File: src/rtl/sh_pkg.sv
package sh_pkg;

  typedef enum logic [1:0] {
    SH_EXT  = 2'b00,
    SH_NIB  = 2'b01,
    SH_BYTE = 2'b10,
    SH_WORD = 2'b11
  } sh_mode_e;

  typedef enum logic [1:0] {
    ST_HUNT = 2'd0,
    ST_WAIT = 2'd1,
    ST_LOCK = 2'd2
  } sh_state_e;

  // Number of compared bits for a mode, given the full pattern width.
  function automatic int unsigned sh_len(sh_mode_e m, int unsigned w);
    case (m)
      SH_NIB:  return w / 4;
      SH_BYTE: return w / 2;
      SH_WORD: return w;
      default: return 0;
    endcase
  endfunction

  // Saturating increment of the fill count.
  function automatic int unsigned sh_fill_inc(int unsigned f, int unsigned w);
    return (f >= w) ? w : f + 1;
  endfunction

endpackage

File: src/rtl/sh_history.sv
module sh_history #(
  parameter int unsigned W  = 16,
  parameter int unsigned CW = $clog2(W + 1)
) (
  input  logic          clk,
  input  logic          rst,
  input  logic          clear,
  input  logic          shift,
  input  logic          bit_in,
  output logic [W-1:0]  hist_nxt,
  output logic [CW-1:0] fill_nxt
);
  import sh_pkg::*;

  logic [W-1:0]  hist_q;
  logic [CW-1:0] fill_q;

  always_comb begin
    hist_nxt = hist_q;
    fill_nxt = fill_q;
    if (shift) begin
      hist_nxt = {hist_q[W-2:0], bit_in};
      fill_nxt = CW'(sh_fill_inc(int'(fill_q), W));
    end
  end

  always_ff @(posedge clk) begin
    if (rst || clear) begin
      hist_q <= '0;
      fill_q <= '0;
    end else begin
      hist_q <= hist_nxt;
      fill_q <= fill_nxt;
    end
  end

endmodule

File: src/rtl/sh_matcher.sv
module sh_matcher #(
  parameter int unsigned W  = 16,
  parameter int unsigned CW = $clog2(W + 1)
) (
  input  logic [1:0]    mode,
  input  logic [W-1:0]  pattern,
  input  logic [W-1:0]  hist,
  input  logic [CW-1:0] fill,
  output logic          hit
);
  import sh_pkg::*;

  logic [CW-1:0] len;
  logic [W-1:0]  mask;
  logic [W-1:0]  diff;

  assign len = CW'(sh_len(sh_mode_e'(mode), W));

  for (genvar i = 0; i < W; i++) begin : g_mask
    assign mask[i] = (CW'(i) < len);
  end

  assign diff = (hist ^ pattern) & mask;
  assign hit  = (sh_mode_e'(mode) != SH_EXT) && (fill >= len) && (diff == '0);

endmodule

File: src/rtl/sh_ctrl.sv
module sh_ctrl (
  input  logic clk,
  input  logic rst,
  input  logic clear,
  input  logic accept,
  input  logic ext_mode,
  input  logic late_align,
  input  logic carrier_det,
  input  logic hit,
  output logic sync_pulse,
  output logic in_sync,
  output logic first_bit,
  output logic hunting
);
  import sh_pkg::*;

  sh_state_e state_q;
  logic      cd_prev_q;
  logic      cd_edge;

  assign hunting = (state_q == ST_HUNT);
  assign in_sync = !hunting;
  assign cd_edge = carrier_det && !cd_prev_q;

  always_ff @(posedge clk) begin
    if (rst || clear) begin
      state_q    <= ST_HUNT;
      sync_pulse <= 1'b0;
      first_bit  <= 1'b0;
      cd_prev_q  <= 1'b0;
    end else begin
      sync_pulse <= 1'b0;
      first_bit  <= 1'b0;
      if (accept) begin
        case (state_q)
          ST_HUNT: begin
            if (ext_mode) begin
              cd_prev_q <= carrier_det;
              if (cd_edge) begin
                sync_pulse <= 1'b1;
                if (late_align) begin
                  state_q <= ST_WAIT;
                end else begin
                  first_bit <= 1'b1;
                  state_q   <= ST_LOCK;
                end
              end
            end else if (hit) begin
              sync_pulse <= 1'b1;
              state_q    <= ST_WAIT;
            end
          end
          ST_WAIT: begin
            first_bit <= 1'b1;
            state_q   <= ST_LOCK;
          end
          default: ;
        endcase
      end
    end
  end

endmodule

File: src/rtl/sync_hunter.sv
module sync_hunter #(
  parameter int unsigned PAT_W = 16
) (
  input  logic             clk,
  input  logic             rst,
  input  logic             enable,
  input  logic [1:0]       mode,
  input  logic [PAT_W-1:0] sync_pattern,
  input  logic             late_align,
  input  logic             resync,
  input  logic             bit_valid,
  input  logic             bit_in,
  input  logic             carrier_det,
  output logic             sync_pulse,
  output logic             in_sync,
  output logic             first_bit
);
  import sh_pkg::*;

  localparam int unsigned CW    = $clog2(PAT_W + 1);
  localparam int unsigned CFG_W = PAT_W + 2;

  logic [CFG_W-1:0] cfg_now;
  logic [CFG_W-1:0] cfg_q;
  logic             cfg_changed;
  logic             hist_clear;
  logic             accept;
  logic             hunting;
  logic             shift;
  logic             pattern_hit;
  logic             ext_mode;
  logic [PAT_W-1:0] hist_nxt;
  logic [CW-1:0]    fill_nxt;

  assign cfg_now = {mode, sync_pattern};

  always_ff @(posedge clk) begin
    cfg_q <= cfg_now;
  end

  assign cfg_changed = enable && (cfg_now != cfg_q);
  assign hist_clear  = !enable || cfg_changed || resync;
  assign accept      = bit_valid && !hist_clear;
  assign shift       = accept && hunting;
  assign ext_mode    = (sh_mode_e'(mode) == SH_EXT);

  sh_history #(.W(PAT_W), .CW(CW)) u_hist (
    .clk      (clk),
    .rst      (rst),
    .clear    (hist_clear),
    .shift    (shift),
    .bit_in   (bit_in),
    .hist_nxt (hist_nxt),
    .fill_nxt (fill_nxt)
  );

  sh_matcher #(.W(PAT_W), .CW(CW)) u_match (
    .mode    (mode),
    .pattern (sync_pattern),
    .hist    (hist_nxt),
    .fill    (fill_nxt),
    .hit     (pattern_hit)
  );

  sh_ctrl u_ctrl (
    .clk         (clk),
    .rst         (rst),
    .clear       (hist_clear),
    .accept      (accept),
    .ext_mode    (ext_mode),
    .late_align  (late_align),
    .carrier_det (carrier_det),
    .hit         (pattern_hit),
    .sync_pulse  (sync_pulse),
    .in_sync     (in_sync),
    .first_bit   (first_bit),
    .hunting     (hunting)
  );

endmodule

File: config.mk
export PLATFORM = sky130hd
export DESIGN_NAME = sync_hunter
export DESIGN_NICKNAME = d
export VERILOG_FILES = /design/src/rtl/sh_pkg.sv /design/src/rtl/sh_history.sv /design/src/rtl/sh_matcher.sv /design/src/rtl/sh_ctrl.sv /design/src/rtl/sync_hunter.sv
export SDC_FILE = /design/constraint.sdc
export NUM_CORES = 1
export LEC_CHECK = 0
export BUFFER_PORTS_ARGS = -buffer_cell sky130_fd_sc_hd__buf_2
export CAP_MARGIN = 20
export CORE_UTILIZATION = 55
export CTS_CLUSTER_DIAMETER = 150
export CTS_CLUSTER_SIZE = 24
export DETAILED_ROUTE_END_ITERATION = 7
export PLACE_DENSITY = 0.77
export SKIP_LAST_GASP = 1
export SYNTH_ARGS = -nofsm -noshare
export SYNTH_HDL_FRONTEND = slang
export SYNTH_HIERARCHICAL = 1
export SYNTH_SLANG_ARGS = --single-unit
File: constraint.sdc
create_clock -name clk -period 4.5 [get_ports clk]
set_clock_uncertainty 0.15 [all_clocks]
set_input_delay 0.9 -clock clk [delete_from_list [all_inputs] [get_ports clk]]
set_output_delay 0.9 -clock clk [all_outputs]
set_load 0.005 [all_outputs]
==> results of run 1 <==
routing by layer:
metal,wire (um),share of wire [%],track usage (%)
met1,1730,46,25.5
met2,1800,47,34.0
met3,174,4.6,4.82
met4,91,2.4,8.81
met5,0,0,0
power by group through the flow:
| stage | clock network [mW] | registers [mW] | logic, mW |
|---|---|---|---|
| floorplan | 0 | 0.410 | 0.0264 |
| global placement | 0 | 0.410 | 0.0498 |
| detailed placement | 0 | 0.410 | 0.0505 |
| CTS | 0.255 | 0.401 | 0.0510 |
| global route | 0.273 | 0.402 | 0.0551 |
| finish | 0.255 | 0.401 | 0.0506 |
stage by stage:
step | area [um2] | std cells | hold slack, ns | total power, mW
CTS | 2380 | 275 | 0.347 | 0.707
detailed placement | 2290 | 267 | 0.336 | 0.461
floorplan | 2100 | 192 | 0.311 | 0.436
finish | 2380 | 275 | 0.353 | 0.707
global placement | 2290 | 267 | 0.326 | 0.460
global route | 2380 | 275 | 0.414 | 0.730
critical path, delay by kind of cell:
family	cells	cell delay (ns)
XOR/XNOR	1	0.17
buffers and inverters	2	0.21
AO/OA/AOI/OAI	3	0.66
adder cells (fa/ha/maj)	1	0.29
multiplexers	1	0.12
AND/OR/NAND/NOR	7	1.43
path summary, 6_finish.rpt:
check	from	to	slack, ns	cells after the start
worst max-delay path	sync_pattern[2]	u_ctrl/state_q[0]	0.80	15
worst max register to register	cfg_q[5]	u_ctrl/state_q[0]	1.20	14
worst min register to register	u_ctrl/state_q[1]	u_ctrl/state_q[1]	0.35	2
worst min-delay path	u_ctrl/state_q[1]	u_ctrl/state_q[1]	0.35	2
placed cells by master (no fill, tap or decap), drive strengths merged, types with 2 or more instances in the layout:
cell type and n:
nand2b 3, nand4 4, nand2 11, a31oi 2, ha 5, nand3b 2, nor3 5, nor2 5
dfxtp 44, nor4 4, a21oi 4, inv 7, xnor2 16, nand3 2, clkbuf 8, buf 31
xor2 18, mux2 16, nor2b 22, mux2i 3, o21ai 4
cell type report:
class	count	area (um2)	share of cell area, %
Multi-Input combinational cell	137	1160	48.7
Inverter	7	26.3	1.10
Timing Repair Buffer	31	163	6.83
Tap cell	48	60.1	2.52
Clock buffer	8	90.1	3.79
Sequential cell	44	881	37.0
sequential cells by signal, indices dropped and copies added (netlist names):
name               count
u_ctrl/cd_prev_q       1
u_hist/hist_q         16
u_ctrl/sync_pulse      1
cfg_q                 18
u_ctrl/first_bit       1
u_ctrl/state_q         2
u_hist/fill_q          5
cells by family after synthesis:
family                   after synthesis  synth area share (%)
AO/OA/AOI/OAI                         15                  4.95
XOR/XNOR                              34                  14.2
adder cells (fa/ha/maj)                5                  2.98
buffers and inverters                 11                  2.80
flip-flops                            44                  42.0
multiplexers                          19                  12.0
AND/OR/NAND/NOR                       64                  21.2
==> impl_results.md, run 1 <==
* Run status: complete, no violations
* Via density per instance at 5.15
* Type of destination of the critical path: flip-flop
* Syn Inst Count at 192
* Number of cells upsized or downsized after cts at 0
* Part of the power in the clock network at 36.1%
* Diode insertion count for antenna repair at 0
* # DRC at 0
* Sequential share of power at a little under three fifths
* Effective utilization at floorplan at 57.3%
* Mapped Area at between 2000 and 2500 um2
* Leakage Power at between 0.9 and 1 nW
* Biggest cell delay along the critical path at 0.34 ns
* CTS sink cnt at 44
* Total of flip-flops plus latches after synthesis at 44
* Final-layout fill cell count at between 200 and 300
* Quantity of I/O buffers inserted on ports at 28
* Avg Cell Area, Syn at 10.9 um2
* Primary flip-flop cell chosen by synthesis mapping: sky130_fd_sc_hd__dfxtp_1
* Iteration-0 DRC count of the detailed router at 82
* Global Route Usage Sum at 20.6%
* Pin count of the biggest net entering global routing at 22
* Core footprint at 3660 um2
* # Post-CTS Setup Buffers at 0
* H-tree Lvls at 2
* Pins over their slew limit at 0
* Net switching fraction of the power at 22.5%
* TritonCTS clock tree: yes
* Data arrival time of the critical path at 3.76 ns
* Largest fanout on the critical path at 6
* Final setup margin at 0.797 ns
* Final period util at 82.3%
* MaxCap Viol Count at 0
* Total of endpoints with negative setup slack in the final report at 0
* Internal power at about 0.55 mW
* Vertical die dimension at between 60 and 70 um
* Post-synthesis async set-or-reset flop share at 0%
* Weighted congestion reported at the end of routability-driven placement at 0.808
* Initial antenna violation count at 0
* Final sum of negative setup slack at 0 ns
* Leading area contributor after synthesis: sky130_fd_sc_hd__dfxtp_1
* Period minus WS final at roughly 3.7 ns
* Syn_nets at 223
* Count of cell types in the netlist at 37
* Leading post-synthesis cells by instance count: sky130_fd_sc_hd__dfxtp_1, sky130_fd_sc_hd__xor2_1, sky130_fd_sc_hd__xnor2_1, sky130_fd_sc_hd__nor2b_1
* Worst hold-check path type: flip-flop to flip-flop
* Clock latency of the later-clocked register in the worst-skew pair at 0.30 ns
* Hold violation total from the final report at 0
* Cell type with the highest occurrence count on the critical path: sky130_fd_sc_hd__nor3_1
* Minimum setup slack after placement at 0.528 ns
* Synth-to-layout area growth at 13.3%
* Clock buffers created by TritonCTS at 5
* Top cells by area, synth: sky130_fd_sc_hd__dfxtp_1, sky130_fd_sc_hd__mux2_4, sky130_fd_sc_hd__xor2_1
* Max transition margin at 74.2%
* Data required time of the critical path at 4.56 ns
* Cell Pwr Density at around 300 nW/um2
* Worst Path Class, Setup: input pin to flip-flop
* Peak VDD IR at 0.000286 V
* Count of flip-flops with a built-in enable after synthesis at 0
* Number of global-route vias before repair at 1410
* Clock root buffer: sky130_fd_sc_hd__clkbuf_8
* Post-synth top area share at 42.0%
* Number of antenna-violating nets in the routed design at 0
* Wire length per cell after detailed routing at 13.8 um
* Number of warning messages in the yosys log at 6
* Rows at 22
* Die width at around 64 um
* Final core occ at 65.0%
* Crit-path slowest cell: sky130_fd_sc_hd__nor4_1
* # IOs at 29
* Share of cells above drive strength 1 at 29.5%
* Transition time at the pin with the least slew margin at between 0.3 and 0.4 ns
* Final routed wirelength across all metal layers at 3790 um
* Overall via count from detail_route at 1417
* Kind of start point of the critical path: input pin
* Share of the yosys chip area belonging to registers at 42.0%
* Maximum number of buffers from clock root to sink at 2
* Overall die area at between 4000 and 5000 um2
* Global-route wire length before repair at 6390 um
* Clock-pin slew reported for the worst setup and hold paths after clock tree synthesis at roughly 0.080 ns
* Count of nets after finishing at 257
* Combinational power share at 7.2%
* Number of buffers added to fix hold violations after cts at 0
* First-pass DRT Iterations at 4
* Cells along the critical path: buf_2 -> xnor2_1 -> nand4_1 -> nor3_2 -> and4_1 -> inv_1 -> o21ai_0 -> nand2_1 -> ha_1 -> nor3_1 -> nor4_1 -> o2111ai_1 -> nor3_1 -> mux2i_1 -> o31ai_1
* F_max at 0.270 GHz
* RSZ-0062 raised after global routing: no
* Half-perimeter wire length of the detailed placement result at 2850 um
* Net Sw Power at 0.159 mW
* Most common cell in the synthesized netlist: sky130_fd_sc_hd__dfxtp_1
* Overflow left after global routing at 0
(Power assumes the default switching activity.)
==> inputs of run 2 (changes only) <==
ABC_AREA = 1   (was not set)
PLACE_DENSITY = 0.76   (was 0.77)
clock period = 3.6 ns   (was 4.5 ns; I/O delays follow)
==> run 2 against run 1 <==
Net effect: sequential share of layout area is 3.9 points lower; clock-buffer cell count is 2 lower; clock power is 25% higher; non-clock buffer count stayed put; power is 28% higher; sequential power is 25% higher; largest cell class unchanged.
==> impl_results.md, run 2 <==
* Largest fanout on the critical path at 9 (+3)
* Run status: complete, no violations
* Hold violation total from the final report at 0 (unchanged)
* Highest routed metal layer: met4
* Hold-critical path depth at 2 (unchanged)
* Transition time at the pin with the least slew margin at 0.269 ns (-0.117 ns)
* Syn Inst Count at 367 (+91%)
* Worst Path Class, Setup: input pin to flip-flop
* Total of flip-flops plus latches after synthesis at 44 (unchanged)
* Type of destination of the critical path: flip-flop
* Overflow left after global routing at 0 (unchanged)
* Depth of the most critical reg-to-reg path at 26 (+12)
* Cell type with the highest occurrence count on the critical path: sky130_fd_sc_hd__nand2_1
* CTS sink cnt at 44 (unchanged)
* Quantity of I/O buffers inserted on ports at 28 (unchanged)
* Mapped Area at 2410 um2 (+15%)
* Leading post-synthesis cells by instance count: sky130_fd_sc_hd__nand2_1, sky130_fd_sc_hd__inv_1, sky130_fd_sc_hd__dfxtp_1, sky130_fd_sc_hd__nor2_1, sky130_fd_sc_hd__a21oi_1
* Wire length on met2 at 1960 um (+9.1%)
* Startpoint of the lowest-slack register-to-register path: cfg_q[8]
* First-pass DRT Iterations at 4 (unchanged)
* Synth-to-layout area growth at 10.2%
* Number of buffers added to fix hold violations after cts at 0 (unchanged)
* Syn_nets at 398 (+78%)
* Hold EP: u_hist/hist_q[8]
* Overall via count from detail_route at 2101 (+48%)
* Clock latency of the later-clocked register in the worst-skew pair at 0.30 ns (about the same)
* Post-synth top area share at 36.5% (-5.4 points)
* Worst hold start: u_hist/hist_q[7]
* Number of global-route vias before repair at 1761 (+25%)
* Period minus WS final at 3.11 ns
* Final non-filler cell total at 449 (+63%)
* Final sum of negative setup slack at 0 ns (unchanged)
* Sequential share of power at 55.3% (-1.4 points)
* Internal reg-to-reg setup slack at 0.68 ns (-0.52 ns)
* Count of flip-flops with a built-in enable after synthesis at 0 (unchanged)
* Final routed wirelength across all metal layers at 4500 um (+19%)
* Worst hold-check path type: flip-flop to flip-flop
* Data required time of the critical path at 3.69 ns (-0.87 ns)
* MaxCap Viol Count at 0 (unchanged)
* Clock-pin slew reported for the worst setup and hold paths after clock tree synthesis at 0.08 ns (about the same)
* Leading cell type in the layout, fill and taps excluded: sky130_fd_sc_hd__nand2_1
* Net Sw Power at 0.221 mW (+39%)
* Post-synthesis async set-or-reset flop share at 0% (unchanged)
* Number of warning messages in the yosys log at 6 (unchanged)
* Placed Cells at 441 (+65%)
* Kind of start point of the critical path: input pin
* Cell Pwr Density at 341 nW/um2 (+15%)
* Top flop regs: cfg_q (18), u_hist/hist_q (16), u_hist/fill_q (5)
* Maximum number of buffers from clock root to sink at 2 (unchanged)
* Global-route wire length before repair at 7400 um (+16%)
* Effective utilization at floorplan at 58.6% (+1.3 points)
* # IOs at 29 (unchanged)
* Pin count of the biggest net entering global routing at 22 (unchanged)
* Reg-to-reg endpoint: u_ctrl/state_q[0]
* Crit-path slowest cell: sky130_fd_sc_hd__ha_1
* Worst hold margin at 0.335 ns (-0.0184 ns)
* # DRC at 0 (unchanged)
* Number of antenna-violating nets in the routed design at 0 (unchanged)
* Primary flip-flop cell chosen by synthesis mapping: sky130_fd_sc_hd__dfxtp_1
* Avg Cell Area, Syn at 6.57 um2 (-40%)
* Share of the yosys chip area belonging to registers at 36.5% (-5.4 points)
* Combinational power share at 9.7% (+2.5 points)
* Rows at 23 (+4.5%)
* Net switching fraction of the power at 24.3% (+1.8 points)
* Part of the power in the clock network at 35.0% (-1.1 points)
* Global Route Usage Sum at 22.0% (+1.4 points)
* Weighted congestion reported at the end of routability-driven placement at 0.844 (+4.4%)
* Data arrival time of the critical path at 3.21 ns (-0.55 ns)
* Internal power at 0.687 mW (+25%)
* Final period util at 86.5%
* TritonCTS clock tree: yes
* Max transition margin at 82.0% (+7.8 points)
* Largest reg by FF count: cfg_q
* Met1 Wirelength at 2210 um (+28%)
* Wire length per cell after detailed routing at 10.0 um (-27%)
* Half-perimeter wire length of the detailed placement result at 3570 um (+26%)
* Peak VDD IR at 0.000175 V (-39%)
* Initial antenna violation count at 0 (unchanged)
* Count of nets after finishing at 429 (+67%)
* # Post-CTS Setup Buffers at 0 (unchanged)
* Leakage Power at 1.43 nW (+50%)
* Overall die area at 4650 um2 (+14%)
* Leading area contributor after synthesis: sky130_fd_sc_hd__dfxtp_1
* H-tree Lvls at 2 (unchanged)
* F_max at ~0.32 GHz
* Diode insertion count for antenna repair at 0 (unchanged)
* Clock buffers created by TritonCTS at 5 (unchanged)
* Vertical die dimension at 68.2 um (+7.0%)
* Number of flip-flops under the largest register name at 18 (unchanged)
* Via density per instance at 4.68 (-9.2%)
* Total of endpoints with negative setup slack in the final report at 0 (unchanged)
* Biggest cell delay along the critical path at 0.29 ns (-0.05 ns)
* Core footprint at 4120 um2 (+12%)
* Share of cells above drive strength 1 at 16.8% (-13 points)
* Count of cell types in the netlist at 30 (-19%)
* Pins over their slew limit at 0 (unchanged)
* Routed met3 length at 285 um (+64%)
* Highest-count cells in the layout ignoring fill and taps: sky130_fd_sc_hd__nand2_1, sky130_fd_sc_hd__inv_1, sky130_fd_sc_hd__dfxtp_1
* Iteration-0 DRC count of the detailed router at 96 (+17%)
* Clock root buffer: sky130_fd_sc_hd__clkbuf_8
* RSZ-0062 raised after global routing: no
* Die width at 68.2 um (+7.0%)
* Most common cell in the synthesized netlist: sky130_fd_sc_hd__nand2_1
* Top cells by area, synth: sky130_fd_sc_hd__dfxtp_1, sky130_fd_sc_hd__nand2_1, sky130_fd_sc_hd__inv_1
run 2: cell type report:
| type | count | area [um2] |
|---|---|---|
| timing repair buffer | 31 | 163 |
| multi-input combinational | 253 | 1220 |
| inverter | 63 | 243 |
| clock buffer | 6 | 82.6 |
| clock inverter | 2 | 10.0 |
| sequential | 44 | 881 |
| tap | 50 | 62.6 |
| fill | 401 | 1460 |
run 2: repair_timing:
action | 4_1_cts | 5_1_grt
setup endpoints to repair | 0 | 2
gates resized for setup | 0 | 1
hold endpoints to repair | 0 | 0
run 2: layer usage:
metal,vias to the layer above,global-route usage [%]
met5,-,0
met3,5,5.50
met2,43,35.0
li1,1165,-
met4,0,7.03
met1,888,28.9
run 2: cell families (layout without fill, tap and decap cells):
family          Yosys count  after routing  synth area share (%)
compound gates           29             29                  6.74
xor+xnor                  6              6                  2.18
fa+ha+maj                 5              5                  2.59
buf+inv                  70            102                  13.3
flops                    44             44                  36.5
simple gates            213            213                  38.7
run 2: worst max-delay path, delay by kind of cell:
kind / cells / cell delay, ns
fa+ha+maj: 1 / 0.29
simple gates: 21 / 1.83
compound gates: 1 / 0.12
buf+inv: 4 / 0.25
run 2: how the worst max path moves through the flow:
| stage | cells after the start | end | slack (ns) | from |
|---|---|---|---|---|
| floorplan | 27 | u_ctrl/state_q[0] | 0.67 | sync_pattern[12] |
| global placement | 24 | u_ctrl/state_q[0] | 0.16 | sync_pattern[5] |
| detailed placement | 26 | u_ctrl/state_q[0] | 0.07 | sync_pattern[8] |
| CTS | 27 | u_ctrl/state_q[0] | 0.39 | sync_pattern[11] |
| global route | 27 | u_ctrl/state_q[0] | 0.08 | sync_pattern[8] |
| finish | 27 | u_ctrl/state_q[0] | 0.49 | sync_pattern[12] |
run 2: power by group through the flow:
stage          Combinational, mW  Clock (mW)  Sequential (mW)
3_3_place_gp              0.0867           0            0.513
5_1_grt                    0.103       0.352            0.503
2_1_floorplan             0.0560           0            0.512
4_1_cts                   0.0889       0.329            0.502
3_5_place_dp              0.0883           0            0.513
6_report                  0.0877       0.318            0.502
run 2: stage by stage:
stage               area (um2)  util [%]  setup slack, ns  total power, mW
global route              2660      64.6           0.0844            0.959
global placement          2560      62.2            0.160            0.599
detailed placement        2560      62.2           0.0708            0.602
CTS                       2650      64.5            0.390            0.920
floorplan                 2410         -            0.666            0.568
finish                    2660      64.6            0.485            0.907
